--- config.mk ---
export PLATFORM = sky130hd
export DESIGN_NAME = diag_regfile
export DESIGN_NICKNAME = d
export VERILOG_FILES = /design/src/rtl/diag_pkg.sv /design/src/rtl/diag_buf_engine.sv /design/src/rtl/diag_regs.sv /design/src/rtl/diag_regfile.sv
export SDC_FILE = /design/constraint.sdc
export NUM_CORES = 1
export LEC_CHECK = 0
export ABC_AREA = 1
export BUFFER_PORTS_ARGS = -buffer_cell sky130_fd_sc_hd__buf_2
export CAP_MARGIN = 20
export CORE_ASPECT_RATIO = 0.8
export CORE_MARGIN = 2
export CORE_UTILIZATION = 52
export CTS_CLUSTER_DIAMETER = 30
export DETAILED_ROUTE_END_ITERATION = 7
export PLACE_DENSITY = 0.82
export REMOVE_ABC_BUFFERS = 1
export SLEW_MARGIN = 25
export SYNTH_ARGS = -nofsm -noshare
export SYNTH_HDL_FRONTEND = slang
export SYNTH_SLANG_ARGS = --single-unit
--- constraint.sdc ---
create_clock -name clk -period 1.8 [get_ports clk]
set_input_delay 0.36 -clock clk [delete_from_list [all_inputs] [get_ports clk]]
set_output_delay 0.36 -clock clk [all_outputs]
set_load 0.005 [all_outputs]
--- src/rtl/diag_pkg.sv ---
package diag_pkg;

    localparam logic [31:0] TRAP_MARK = 32'hDEADBABE;
    localparam logic [7:0]  FILL_BYTE = 8'h96;

    // byte offsets inside the diagnostic window
    localparam int OFS_ECHO32    = 'h010;
    localparam int OFS_ECHO64_LO = 'h018;
    localparam int OFS_ECHO64_HI = 'h01C;
    localparam int OFS_IRQ       = 'h020;
    localparam int OFS_BASE_LO   = 'h028;
    localparam int OFS_BASE_HI   = 'h02C;
    localparam int OFS_SIZE      = 'h030;
    localparam int OFS_CTRL      = 'h034;
    localparam int TRAP_END      = 'h010;

    // operation codes written to the control word
    localparam logic [2:0] OP_CLEAR  = 3'd1;
    localparam logic [2:0] OP_FILL   = 3'd2;
    localparam logic [2:0] OP_INVERT = 3'd4;

    typedef enum logic [1:0] {
        ENG_IDLE,
        ENG_PUT,
        ENG_GET,
        ENG_FLIP
    } eng_st_e;

    typedef struct packed {
        logic [31:0] echo32;
        logic [63:0] echo64;
        logic [31:0] stage64;
        logic [7:0]  irq_vec;
        logic        irq_valid;
        logic [63:0] base;
        logic [31:0] size;
        logic [2:0]  op;
        logic        rsp_valid;
        logic [31:0] rdata;
    } regs_t;

endpackage

--- src/rtl/diag_buf_engine.sv ---
module diag_buf_engine
    import diag_pkg::*;
#(
    parameter int MEM_AW = 16
) (
    input  logic              clk,
    input  logic              rst_n,
    input  logic              start_i,
    input  logic [2:0]        op_i,
    input  logic [MEM_AW-1:0] base_i,
    input  logic [31:0]       size_i,
    output logic              busy_o,
    output logic              mem_valid_o,
    output logic              mem_write_o,
    output logic [MEM_AW-1:0] mem_addr_o,
    output logic [7:0]        mem_wdata_o,
    input  logic [7:0]        mem_rdata_i
);

    typedef struct packed {
        eng_st_e           st;
        logic [2:0]        op;
        logic [MEM_AW-1:0] ptr;
        logic [31:0]       left;
    } eng_t;

    eng_t eng_d, eng_q;

    always_comb begin
        eng_d       = eng_q;
        mem_valid_o = 1'b0;
        mem_write_o = 1'b0;
        mem_wdata_o = 8'h00;
        case (eng_q.st)
            ENG_IDLE: begin
                if (start_i && size_i != 32'd0) begin
                    eng_d.op   = op_i;
                    eng_d.ptr  = base_i;
                    eng_d.left = size_i;
                    eng_d.st   = (op_i == OP_INVERT) ? ENG_GET : ENG_PUT;
                end
            end
            ENG_PUT: begin
                mem_valid_o = 1'b1;
                mem_write_o = 1'b1;
                mem_wdata_o = (eng_q.op == OP_FILL) ? FILL_BYTE : 8'h00;
                eng_d.ptr   = eng_q.ptr + MEM_AW'(1);
                eng_d.left  = eng_q.left - 32'd1;
                if (eng_q.left == 32'd1) eng_d.st = ENG_IDLE;
            end
            ENG_GET: begin
                mem_valid_o = 1'b1;
                eng_d.st    = ENG_FLIP;
            end
            ENG_FLIP: begin
                mem_valid_o = 1'b1;
                mem_write_o = 1'b1;
                mem_wdata_o = ~mem_rdata_i;
                eng_d.ptr   = eng_q.ptr + MEM_AW'(1);
                eng_d.left  = eng_q.left - 32'd1;
                eng_d.st    = (eng_q.left == 32'd1) ? ENG_IDLE : ENG_GET;
            end
            default: eng_d.st = ENG_IDLE;
        endcase
    end

    always_ff @(posedge clk) begin
        if (!rst_n) begin
            eng_q <= '{st: ENG_IDLE, op: 3'd0, ptr: '0, left: 32'd0};
        end else begin
            eng_q <= eng_d;
        end
    end

    assign mem_addr_o = eng_q.ptr;
    assign busy_o     = (eng_q.st != ENG_IDLE);

    // an empty buffer never makes the engine busy
    p_zero_size_r8: assert property (@(posedge clk) disable iff (!rst_n)
        (start_i && !busy_o && size_i == 32'd0) |=> !busy_o);

    // a start seen while busy does not disturb the running operation
    p_busy_hold_r9: assert property (@(posedge clk) disable iff (!rst_n)
        (busy_o && start_i) |=> $stable(eng_q.op));

    // an invert write always follows a read of the same byte
    p_flip_after_get_r7: assert property (@(posedge clk) disable iff (!rst_n)
        (mem_valid_o && mem_write_o && eng_q.op == OP_INVERT) |->
        ($past(mem_valid_o && !mem_write_o) && $past(mem_addr_o) == mem_addr_o));

    // consecutive write passes move up by exactly one byte
    p_step_r7: assert property (@(posedge clk) disable iff (!rst_n)
        (mem_valid_o && mem_write_o && eng_q.op != OP_INVERT) |=>
        (!busy_o || mem_addr_o == $past(mem_addr_o) + MEM_AW'(1)));

endmodule

--- src/rtl/diag_regs.sv ---
module diag_regs
    import diag_pkg::*;
#(
    parameter int ADDR_W = 12,
    parameter int MEM_AW = 16
) (
    input  logic              clk,
    input  logic              rst_n,
    input  logic              req_valid,
    input  logic              req_write,
    input  logic [ADDR_W-1:0] req_addr,
    input  logic [31:0]       req_wdata,
    output logic              rsp_valid_o,
    output logic [31:0]       rsp_rdata_o,
    output logic              irq_valid_o,
    output logic [7:0]        irq_vec_o,
    input  logic              eng_busy_i,
    output logic              eng_start_o,
    output logic [2:0]        eng_op_o,
    output logic [MEM_AW-1:0] eng_base_o,
    output logic [31:0]       eng_size_o
);

    localparam logic [ADDR_W-1:0] A_ECHO32    = ADDR_W'(OFS_ECHO32);
    localparam logic [ADDR_W-1:0] A_ECHO64_LO = ADDR_W'(OFS_ECHO64_LO);
    localparam logic [ADDR_W-1:0] A_ECHO64_HI = ADDR_W'(OFS_ECHO64_HI);
    localparam logic [ADDR_W-1:0] A_IRQ       = ADDR_W'(OFS_IRQ);
    localparam logic [ADDR_W-1:0] A_BASE_LO   = ADDR_W'(OFS_BASE_LO);
    localparam logic [ADDR_W-1:0] A_BASE_HI   = ADDR_W'(OFS_BASE_HI);
    localparam logic [ADDR_W-1:0] A_SIZE      = ADDR_W'(OFS_SIZE);
    localparam logic [ADDR_W-1:0] A_CTRL      = ADDR_W'(OFS_CTRL);
    localparam logic [ADDR_W-1:0] A_TRAP_END  = ADDR_W'(TRAP_END);

    regs_t regs_d, regs_q;

    logic [ADDR_W-1:0] word;
    logic              in_trap;
    logic              code_ok;
    logic [63:0]       dbl64;
    logic [31:0]       rd_mux;

    assign word    = req_addr & ~ADDR_W'(3);
    assign in_trap = (word < A_TRAP_END);
    assign code_ok = (req_wdata == {29'd0, OP_CLEAR}) ||
                     (req_wdata == {29'd0, OP_FILL})  ||
                     (req_wdata == {29'd0, OP_INVERT});
    assign dbl64   = regs_q.echo64 << 1;

    always_comb begin
        rd_mux = 32'd0;
        if (in_trap) begin
            rd_mux = TRAP_MARK;
        end else begin
            case (word)
                A_ECHO32:    rd_mux = regs_q.echo32 << 1;
                A_ECHO64_LO: rd_mux = dbl64[31:0];
                A_ECHO64_HI: rd_mux = dbl64[63:32];
                A_IRQ:       rd_mux = {24'd0, regs_q.irq_vec};
                A_BASE_LO:   rd_mux = regs_q.base[31:0];
                A_BASE_HI:   rd_mux = regs_q.base[63:32];
                A_SIZE:      rd_mux = regs_q.size;
                A_CTRL:      rd_mux = {eng_busy_i, 28'd0, regs_q.op};
                default:     rd_mux = 32'd0;
            endcase
        end
    end

    always_comb begin
        regs_d           = regs_q;
        regs_d.irq_valid = 1'b0;
        regs_d.rsp_valid = 1'b0;
        eng_start_o      = 1'b0;
        if (req_valid && req_write && !in_trap) begin
            case (word)
                A_ECHO32:    regs_d.echo32  = req_wdata;
                A_ECHO64_LO: regs_d.stage64 = req_wdata;
                A_ECHO64_HI: regs_d.echo64  = {req_wdata, regs_q.stage64};
                A_IRQ: begin
                    regs_d.irq_vec   = req_wdata[7:0];
                    regs_d.irq_valid = 1'b1;
                end
                A_BASE_LO:   regs_d.base[31:0]  = req_wdata;
                A_BASE_HI:   regs_d.base[63:32] = req_wdata;
                A_SIZE:      regs_d.size        = req_wdata;
                A_CTRL: begin
                    if (!eng_busy_i && code_ok) begin
                        regs_d.op   = req_wdata[2:0];
                        eng_start_o = 1'b1;
                    end
                end
                default: ;
            endcase
        end
        if (req_valid && !req_write) begin
            regs_d.rsp_valid = 1'b1;
            regs_d.rdata     = rd_mux;
        end
    end

    always_ff @(posedge clk) begin
        if (!rst_n) begin
            regs_q <= '0;
        end else begin
            regs_q <= regs_d;
        end
    end

    assign rsp_valid_o = regs_q.rsp_valid;
    assign rsp_rdata_o = regs_q.rdata;
    assign irq_valid_o = regs_q.irq_valid;
    assign irq_vec_o   = regs_q.irq_vec;
    assign eng_op_o    = req_wdata[2:0];
    assign eng_base_o  = regs_q.base[MEM_AW-1:0];
    assign eng_size_o  = regs_q.size;

    // a read inside the trap window answers with the marker
    p_trap_mark_r1: assert property (@(posedge clk) disable iff (!rst_n)
        (rsp_valid_o && $past(req_valid && !req_write && in_trap)) |->
        rsp_rdata_o == TRAP_MARK);

    // each pulse comes from an interrupt-register write one cycle earlier
    p_irq_pulse_r4: assert property (@(posedge clk) disable iff (!rst_n)
        irq_valid_o |-> ($past(req_valid && req_write && word == A_IRQ) &&
                         irq_vec_o == $past(req_wdata[7:0])));

    // read data appears only for a read request one cycle earlier
    p_rsp_follows_r11: assert property (@(posedge clk) disable iff (!rst_n)
        rsp_valid_o |-> $past(req_valid && !req_write));

    // the engine is never started while it is busy
    p_start_idle_r9: assert property (@(posedge clk) disable iff (!rst_n)
        eng_start_o |-> !eng_busy_i);

endmodule

--- src/rtl/diag_regfile.sv ---
module diag_regfile
    import diag_pkg::*;
#(
    parameter int ADDR_W = 12,
    parameter int MEM_AW = 16
) (
    input  logic              clk,
    input  logic              rst_n,
    input  logic              req_valid,
    input  logic              req_write,
    input  logic [ADDR_W-1:0] req_addr,
    input  logic [31:0]       req_wdata,
    output logic              rsp_valid,
    output logic [31:0]       rsp_rdata,
    output logic              irq_valid,
    output logic [7:0]        irq_vec,
    output logic              mem_valid,
    output logic              mem_write,
    output logic [MEM_AW-1:0] mem_addr,
    output logic [7:0]        mem_wdata,
    input  logic [7:0]        mem_rdata
);

    logic              eng_busy;
    logic              eng_start;
    logic [2:0]        eng_op;
    logic [MEM_AW-1:0] eng_base;
    logic [31:0]       eng_size;

    diag_regs #(.ADDR_W(ADDR_W), .MEM_AW(MEM_AW)) u_regs (
        .clk         (clk),
        .rst_n       (rst_n),
        .req_valid   (req_valid),
        .req_write   (req_write),
        .req_addr    (req_addr),
        .req_wdata   (req_wdata),
        .rsp_valid_o (rsp_valid),
        .rsp_rdata_o (rsp_rdata),
        .irq_valid_o (irq_valid),
        .irq_vec_o   (irq_vec),
        .eng_busy_i  (eng_busy),
        .eng_start_o (eng_start),
        .eng_op_o    (eng_op),
        .eng_base_o  (eng_base),
        .eng_size_o  (eng_size)
    );

    diag_buf_engine #(.MEM_AW(MEM_AW)) u_engine (
        .clk         (clk),
        .rst_n       (rst_n),
        .start_i     (eng_start),
        .op_i        (eng_op),
        .base_i      (eng_base),
        .size_i      (eng_size),
        .busy_o      (eng_busy),
        .mem_valid_o (mem_valid),
        .mem_write_o (mem_write),
        .mem_addr_o  (mem_addr),
        .mem_wdata_o (mem_wdata),
        .mem_rdata_i (mem_rdata)
    );

endmodule

# Word-level counts from Yosys, hierarchy flattened
# Index checks and enable logic that the tools add are counted.
# W data, S select, Z words.
[totals]
ff_bits = 320
latchBits = 0
ram_bits = 0
mem_bits_ro = 0
output_inout_bits = 68
word_cells = 83
n_memories = 0
[classes]
add_sub_neg = 2
multipliers = 0
div_mod_pow = 0
order_cmp = 1
n_eq_ne = 19
n_shift = 0
mux = 17
bitwise_logic = 1
n_reduce_logical = 28
[ops]
columns = ["operator", "count"]
rows = [
  ["$pmux W32 S8", 1],
  ["$pmux W48 S2", 1],
  ["$eq A32 B1 Y1 const B", 2],
  ["$mux W53", 1],
  ["$eq A10 B4 Y1 const B", 5],
  ["$mux W33", 1],
  ["$eq A32 B2 Y1 const B", 1],
  ["$eq A32 B3 Y1 const B", 1],
  ["$mux W32", 1],
  ["$reduce_bool A32 Y1", 1],
  ["$sub A32 B1 Y32 const B", 1],
  ["$eq A10 B3 Y1 const B", 3],
  ["$reduce_and A2 Y1", 11],
  ["$add A16 B1 Y16 const B", 1],
  ["$pmux W8 S2", 1],
  ["$lt A12 B5 Y1 const B", 1],
  ["$mux W8", 1],
  ["$not A8 Y8", 1],
  ["$pmux W2 S4", 1],
  ["$mux W1", 6],
  ["$mux W2", 3],
  ["$logic_and A1 B1 Y1", 5],
  ["$eq A2 B2 Y1 const B", 2],
  ["$ne A2 B1 Y1 const B", 2],
  ["other kinds (10)", 14],
]

# Longest topological paths before layout
# Gate-level depths: netlist (run 1).
[depth]
depth_word = 10
ltp_mapped = 13
mapped_depth_nobuf = 12

# Hierarchy
# A second synthesis (run 1) with hierarchy kept.
[hier_totals]
cells_unflattened = 2467
area_unflattened_um2 = 16368.2
[modules_own_cells]
columns = ["mod", "instances", "cells_per_inst", "area_each_um2"]
rows = [
  ["diag_regs", 1, 1728, 12099.1],
  ["diag_buf_engine", 1, 739, 4269.1],
]

# Worst setup path before layout (run 1)
# OpenSTA, ideal clock, no wires.
[synth_timing]
kind = "input to register"
from = "in req_addr[7]"
to = "reg u_engine.eng_q[0] (netlist bit)"
arrival_time_ps = 1708
required_ps = 1672
slack_ps = -35
path_stages = 11
n_path_buf = 1
cell_sequence = "nor2_1 -> nand2_2 -> nor2_1 -> nand2_1 -> nor2_2 -> nand3_1 -> nand2_2 -> buf_6 -> nor2_1 -> nor2_1 -> nor2_1"
[synth_between]
elab_chain_len = 7
elab_cells_between_ends = 9
classes_between = "order compare: 1; eq/ne: 2; mux: 2; reduce/logical: 4"
[synth_lines]
columns = ["element", "line", "rtl"]
rows = [
  ["start: declaration", "diag_regfile.sv:11", "input logic [ADDR_W-1:0] req_addr,"],
  ["$lt A12 B5 Y1", "diag_regs.sv:43", "assign in_trap = (word < A_TRAP_END);"],
  ["$logic_not A1 Y1", "diag_regs.sv:73", "if (req_valid && req_write && !in_trap) begin"],
  ["$logic_and A1 B1 Y1", "diag_regs.sv:73", ""],
  ["$mux W1 *", "diag_regs.sv:73", ""],
  ["$logic_and A1 B1 Y1 *", "diag_buf_engine.sv:36", "if (start_i && size_i != 32'd0) begin"],
  ["$ne A2 B1 Y1 (no line) *", "n/a", ""],
  ["$reduce_and A2 Y1 (no line) *", "n/a", ""],
  ["end signal: assignment", "diag_buf_engine.sv:69", "eng_q <= '{st: ENG_IDLE, op: 3'd0, ptr: '0, left: 32'd0};"],
  ["end signal: assignment", "diag_buf_engine.sv:71", "eng_q <= eng_d;"],
  ["end: declaration", "diag_buf_engine.sv:27", "eng_t eng_d, eng_q;"],
]
# Every way passes the cells marked *; elsewhere a longest branch is shown, timed or not.
# A chain may end at the register's enable or synchronous reset.

# Worst setup path after layout (run 1)
[layout_timing]
from = "reg u_engine.eng_q[51] (netlist bit)"
to = "out mem_wdata[7]"
[layout_between]
elab_chain_len = 2
elab_cells_between_ends = 3
classes_between = "eq/ne: 2; mux: 1"
[layout_lines]
columns = ["element", "line", "rtl"]
rows = [
  ["$eq A2 B2 Y1 or $eq A2 B1 Y1 (tied branches)", "diag_buf_engine.sv:34", "case (eng_q.st)"],
  ["$pmux W8 S2 *", "diag_buf_engine.sv:34", ""],
  ["end: declaration", "diag_regfile.sv:20", "output logic [7:0] mem_wdata,"],
]
# Marks and branches as above.

==> results of run 1 <==
[flip-flops by register name, indices dropped and copies added, names as in the netlist]
signal	flops
u_regs.rsp_valid_o	1
u_regs.dbl64	63
u_regs.rsp_rdata_o	32
u_regs.eng_base_o	16
u_engine.mem_addr_o	16
u_regs.eng_size_o	32
u_regs.irq_valid_o	1
u_engine.eng_q	37
u_regs.regs_q	114
u_regs.irq_vec_o	8
[worst max-delay path: cells and delay by family, from the launching register on]
| family | cells | cell delay [ps] |
|---|---|---|
| flops | 1 | 370 |
| buf+inv | 3 | 280 |
| simple gates | 2 | 200 |
| compound gates | 1 | 80 |
[cell type report]
type,instances,area [um^2]
Multi-Input combinational cell,1415,6970
Fill cell,2231,9430
Tap cell,370,463
Clock buffer,57,1390
Timing Repair Buffer,294,2260
Clock inverter,43,561
Inverter,208,793
Sequential cell,320,6410
[cell families (layout without fill, tap and decap cells)]
| logic type | Yosys count | after routing | synth area share, % |
|---|---|---|---|
| compound gates | 598 | 598 | 21.4 |
| xor+xnor | 9 | 9 | 0.528 |
| fa+ha+maj | 3 | 3 | 0.251 |
| buf+inv | 392 | 602 | 11.7 |
| flops | 320 | 320 | 42.9 |
| simple gates | 805 | 805 | 23.3 |
[stage by stage]
stage                     area, um^2  power (uW)  std cells
final                          18900       18800       2707
after global routing           18900       19200       2707
after CTS                      18700       18800       2707
after detailed placement       16600        7920       2601
after global placement         16600        7910       2601
after floorplan                14000        7500       1943
[what timing repair did]
item | CTS | global route
buffers inserted | 4 | 0
resized for setup | 26 | 38
gates cloned | 2 | 0
endpoints found under the setup margin | 36 | 63
pin swaps | 2 | 7
[per-layer routing]
layer	global-route usage [%]	vias up	part of all wire [%]
li1	-	7364	-
met1	44.2	7335	41
met2	49.5	933	43
met3	7.46	153	11
met4	14.5	0	3.9
met5	0	-	0
[power by group through the flow]
stage,registers [uW],logic (uW),clock network [uW]
after floorplan,7290,219,0
after global placement,7280,630,0
after detailed placement,7280,639,0
after CTS,7130,648,11000
after global routing,7130,717,11400
final,7130,671,11000
[layout by cell type, fill, tap and decap left out, types with 5 or more instances in the layout]
cell / Yosys / routed
dfxtp_1: 320 / 319
nor2_1: 313 / 295
o21ai_0: 294 / 284
nand2_1: 267 / 263
a21oi_1: 243 / 243
inv_1: 201 / 198
buf_4: 58 / 143
nand3_1: 132 / 128
buf_2: 25 / 121
clkbuf_16: 0 / 55
nand4_1: 50 / 50
buf_12: 0 / 25
a211oi_1: 23 / 23
nor2_2: 7 / 15
nor2_4: 2 / 12
clkinvlp_4: 0 / 12
o21ai_1: 1 / 10
a211oi_2: 10 / 10
nor3_1: 12 / 10
o221ai_1: 10 / 10
bufinv_16: 0 / 10
inv_6: 0 / 9
inv_2: 4 / 8
xor2_1: 8 / 8
nand2_2: 2 / 5
nand3b_1: 5 / 5
clkinv_4: 0 / 5
clkinv_2: 0 / 5
[worst paths after layout]
kind         depth (start not counted)                 end  slack [ps]
max reg2reg                         11  u_engine.eng_q[28]         -20
min                                  3  u_engine.eng_q[50]         150
min reg2reg                          2     u_regs.dbl64[8]         450
max                                  6        mem_wdata[7]         -50
==> impl_metrics.tcl, run 1 <==
set metrics [dict create \
    status "finished, violations left" \
    violations "setup timing" \
    min_period_ps 1850 \
    n_antenna_cell 0 \
    clock_sinks 320 \
    root_buffer "clkbuf_16" \
    grt_pass1_wl_um 78800 \
    p_per_area_nw_per_um2 998 \
    tightest_slew_ps 681 \
    synth_commonest_cells "320 x dfxtp_1, 313 x nor2_1, 294 x o21ai_0" \
    ir_drop_mv 0.755 \
    drv_cap 0 \
    floorplan.initialDensity_pct 52.8 \
    route.vias.total 15800 \
    htree_levels 2 \
    finalWirelength_um 50400 \
    setup-tns-final_ps -266 \
    antenna_found_initial 0 \
    tritoncts "done" \
    worstReg2RegStart "u_engine.eng_q[51]" \
    seq_area_frac_synth_pct 42.9 \
    grt_usage_pct 32.5 \
    finalHoldViolCount 0 \
    clkTransAtPathRegs_ps 50 \
    overflow 0 \
    die_area_um2 30100 \
    preCtsSetupSlack_ps -468 \
    cpPeakStageDelay_ps 370 \
    hold_class "in2reg" \
    grt_pass1_vias 14800 \
    finalCritPeriodShare_pct 103 \
    drv_slew 0 \
    worstPathRequired_ps 1440 \
    clk_latency_ps 560 \
    ys_types 43 \
    p_sw_share_pct 23.0 \
    p_int_uw 14500 \
    core_area_um2 28300 \
    cp.arrival_ps 1490 \
    grt_max_degree 75 \
    leakage_uw 0.00823 \
    syn_avg_cell_area_um2 7.03 \
    firstDrtPassIters 5 \
    gp_congestion 0.977 \
    startpoint "u_engine.eng_q[51]" \
    p_switching_uw 4330 \
    core.rowCount 55 \
    seq_power_share_pct 37.9 \
    setup_viol 12 \
    final_antenna_net_count 0 \
    drt-initial-drc-count 1976 \
    dieHeight_um 156 \
    drive_gt1_share_pct 20.1 \
    synthesis.area_um2 14900 \
    ys_top_cells_by_area "dfxtp_1 43%, o21ai_0 9.8%, a21oi_1 8.1%" \
    cp_cell_sequence "buf_12, clkinv_8, nor2_4, nand3_4, o21ai_1, buf_2" \
    fmaxAchievable_mhz 542 \
    cp_max_fo 4 \
    whs_ps 146 \
    netlist_instances 2127 \
    relSlewSlack_pct 54.6 \
    synth-main-ff-cell "dfxtp_1" \
    comb_power_share_pct 3.6 \
    ys_seq_elements 320 \
    dp_hpwl_um 34100 \
    synth_edf_count 0 \
    hp-start "req_wdata[2]" \
    fin_util_pct 66.7 \
    synth_largest_area_cell "dfxtp_1" \
    yosysMostFrequentCell "dfxtp_1" \
    end_kind "output port" \
    drc_errors 0 \
    cp_slowest_cell "dfxtp_4" \
    areaGrowthSynthToFinish_pct 26.2 \
    cts_buffers 53 \
    clock_power_share_pct 58.5 \
    layout_setup_ws_ps -45.2 \
    ctsLongestPathBuffers 3 \
    synthArstFlopShare_pct 0 \
    finalClockSkew_ps 13.8 \
    rsz0062_at_grt "yes" \
    synth_top_area_share_pct 42.9 \
    critPathLaunchType "flop" \
    die_w_um 194 \
    nets 2351 \
    worstSetupPathType "reg2out" \
    port_buffers 121 \
    cts_hold_buf 0 \
    routedWlPerCell_um 18.6 \
    via_per_inst 5.83 \
    ios 124 \
    yosys_warnings 0 \
]
Power figures use the tool's default switching activity.
==> run 2: changes to the inputs <==
ABC_AREA = unset   (was 1)
CORE_ASPECT_RATIO = unset   (was 0.8)
SYNTH_HIERARCHICAL = 1   (was unset)
==> impl_metrics.tcl, run 2 <==
set metrics [dict create \
    drv_cap 0 \
    core.rowCount 62 \
    multi_input_area_um2 7700 \
    cts_hold_buf 0 \
    die_area_um2 30500 \
    tritoncts "done" \
    cp_max_fo 8 \
    end_kind "flop" \
    finalHoldViolCount 0 \
    seq_area_frac_synth_pct 42.3 \
    yosys_warnings 6 \
    layout_setup_ws_ps -864 \
    routedWlPerCell_um 22.2 \
    p_per_area_nw_per_um2 1100 \
    netlist_instances 1959 \
    clk_latency_ps 600 \
    relSlewSlack_pct 47.1 \
    finalWirelength_um 57800 \
    num-fill-cells 2002 \
    ys_top_cells_by_area "dfxtp_1 42%, nand2_1 13%, a21oi_1 10%" \
    ios 124 \
    areaGrowthSynthToFinish_pct 32.8 \
    clock_sinks 320 \
    whs_ps 86.2 \
    final_common_cell "nand2_1" \
    synth_xor_area_share_pct 0.693 \
    synthSimpleGateAreaFrac_pct 22.5 \
    tightest_slew_ps 786 \
    route.vias.total 16700 \
    setup_viol 63 \
    synth-main-ff-cell "dfxtp_1" \
    cts_buffers 60 \
    final_antenna_net_count 0 \
    r2r_slack_ps -860 \
    core_area_um2 28700 \
    ys_seq_elements 320 \
    synth_commonest_cells "528 x nand2_1, 320 x dfxtp_1, 313 x a21oi_1" \
    hold-path-endpoint "u_regs/eng_size_o[28]" \
    overflow 0 \
    synth_top_area_share_pct 42.3 \
    htree_levels 2 \
    critPathLaunchType "flop" \
    ir_drop_mv 0.887 \
    worstSetupPathType "reg2reg" \
    die_w_um 175 \
    root_buffer "clkbuf_16" \
    min_period_ps 2660 \
    grt_pass1_wl_um 86000 \
    syn_avg_cell_area_um2 7.74 \
    status "finished, violations left" \
    synth_compound_area_share_pct 22.4 \
    seqCellArea_um2 6410 \
    synth_top_family_by_area "simple AND/OR/NAND/NOR gates" \
    synth_adder_area_share_pct 0.248 \
    drt-initial-drc-count 2840 \
    via_per_inst 6.40 \
    gp_congestion 0.981 \
    drc_errors 0 \
    yosysMostFrequentCell "nand2_1" \
    firstDrtPassIters 8 \
    grt_pass1_vias 16000 \
    nets 2226 \
    cp.arrival_ps 3130 \
    violations "setup timing" \
    r2r-end "u_engine/eng_q[17]" \
    synth_largest_area_cell "dfxtp_1" \
    synthMuxAreaShare_pct 1.49 \
    grt_usage_pct 35.4 \
    hp-start "req_wdata[28]" \
    drv_slew 0 \
    floorplan.initialDensity_pct 52.8 \
    ctsLongestPathBuffers 3 \
    finalClockSkew_ps 45.5 \
    synth_edf_count 0 \
    finalCritPeriodShare_pct 148 \
    rr_worst_depth 11 \
    setup-tns-final_ps -39220 \
    worstReg2RegStart "u_engine/eng_q[52]" \
    clkTransAtPathRegs_ps 50 \
    hold_class "in2reg" \
    dp_hpwl_um 36500 \
    largest_reg_flops 114 \
    port_buffers 121 \
    hold_depth 3 \
    dieHeight_um 175 \
    fmaxAchievable_mhz 375 \
    synthArstFlopShare_pct 0 \
    leakage_uw 0.00758 \
    rsz0062_at_grt "yes" \
    regMostFlops "u_regs/regs_q" \
    worstPathRequired_ps 2270 \
    ys_types 82 \
    synthesis.area_um2 15200 \
    final_cell_mix "517 x nand2_1, 318 x dfxtp_1, 292 x a21oi_1" \
    grt_max_degree 72 \
    antenna_found_initial 0 \
    drive_gt1_share_pct 28.9 \
]
[run 2: cell types whose count changed after synthesis, sizes merged, moves of 14 or more]
cell | previous run | this run
a211oi | 33 | 8
a21oi | 243 | 314
a221oi | 0 | 20
a22oi | 0 | 35
a32oi | 0 | 14
buf | 92 | 174
inv | 205 | 13
mux2i | 0 | 17
nand2 | 270 | 529
nand3 | 132 | 42
nand4 | 51 | 9
nor2 | 322 | 52
nor4 | 1 | 33
o21ai | 295 | 63
[run 2: worst max-delay path, stage by stage (launching register included)]
cell      delay [ps]
dfxtp_2          310
or2_4            280
nor4_4           130
and4_4           280
nand4_1          150
nor2_2           230
buf_4            160
nor2b_4          160
a21boi_4         290
buf_12           160
nand2_1           80
a311oi_2         290
[run 2: worst max-delay path by stage]
stage,startpoint,endpoint,cells after the start
global placement,req_wdata[19],u_engine/eng_q[2],11
finish,u_engine/eng_q[52],u_engine/eng_q[17],11
CTS,u_engine/eng_q[52],u_engine/eng_q[3],11
global route,u_engine/eng_q[52],u_engine/eng_q[17],11
detailed placement,req_wdata[19],u_engine/eng_q[2],11
floorplan,req_addr[4],u_regs/eng_base_o[0],4
[run 2: cell families after synthesis]
kind of cell	Yosys count
AO/OA/AOI/OAI	560
XOR/XNOR	12
adder cells (fa/ha/maj)	3
flip-flops	320
AND/OR/NAND/NOR	762
multiplexers	22
buffers and inverters	280
[run 2: layer usage]
| layer | wire [um] | global-route usage [%] |
|---|---|---|
| met1 | 21000 | 43.5 |
| met4 | 3900 | 21.7 |
| met3 | 6950 | 7.59 |
| met2 | 26000 | 56.9 |
| met5 | 0 | 0 |
[run 2: power breakdown]
group / leakage, uW / switching, uW / total, uW / internal (uW)
clock: 0.00106 / 4180 / 12100 / 7890
combinational: 0.00393 / 1630 / 2830 / 1200
sequential: 0.00258 / 90.2 / 7300 / 7210
[run 2: final cells by class]
class	instances	area share (%)
Inverter	14	0.286
Clock buffer	70	8.10
Sequential cell	320	31.8
Tap cell	384	2.39
Antenna cell	1	0.0124
Clock inverter	44	2.94
Timing Repair Buffer	412	16.2
Multi-Input combinational cell	1359	38.3
[run 2: through the flow]
| stage | std cells | worst slack, ps | power (uW) | area (um^2) | utilization [%] |
|---|---|---|---|---|---|
| floorplan | 1693 | -2180 | 8550 | 13600 | - |
| global placement | 2472 | -1170 | 9850 | 17100 | 59.5 |
| detailed placement | 2472 | -1210 | 9890 | 17100 | 59.5 |
| CTS | 2595 | -610 | 21900 | 19700 | 68.7 |
| global route | 2603 | -911 | 22700 | 20100 | 70.1 |
| finish | 2604 | -864 | 22200 | 20100 | 70.1 |
[run 2: timing repair]
action | 4_1_cts | 5_1_grt
setup buffers | 7 | 9
cloned | 4 | 4
setup endpoints to repair | 66 | 93
pin swaps | 28 | 55
gates resized for setup | 69 | 73
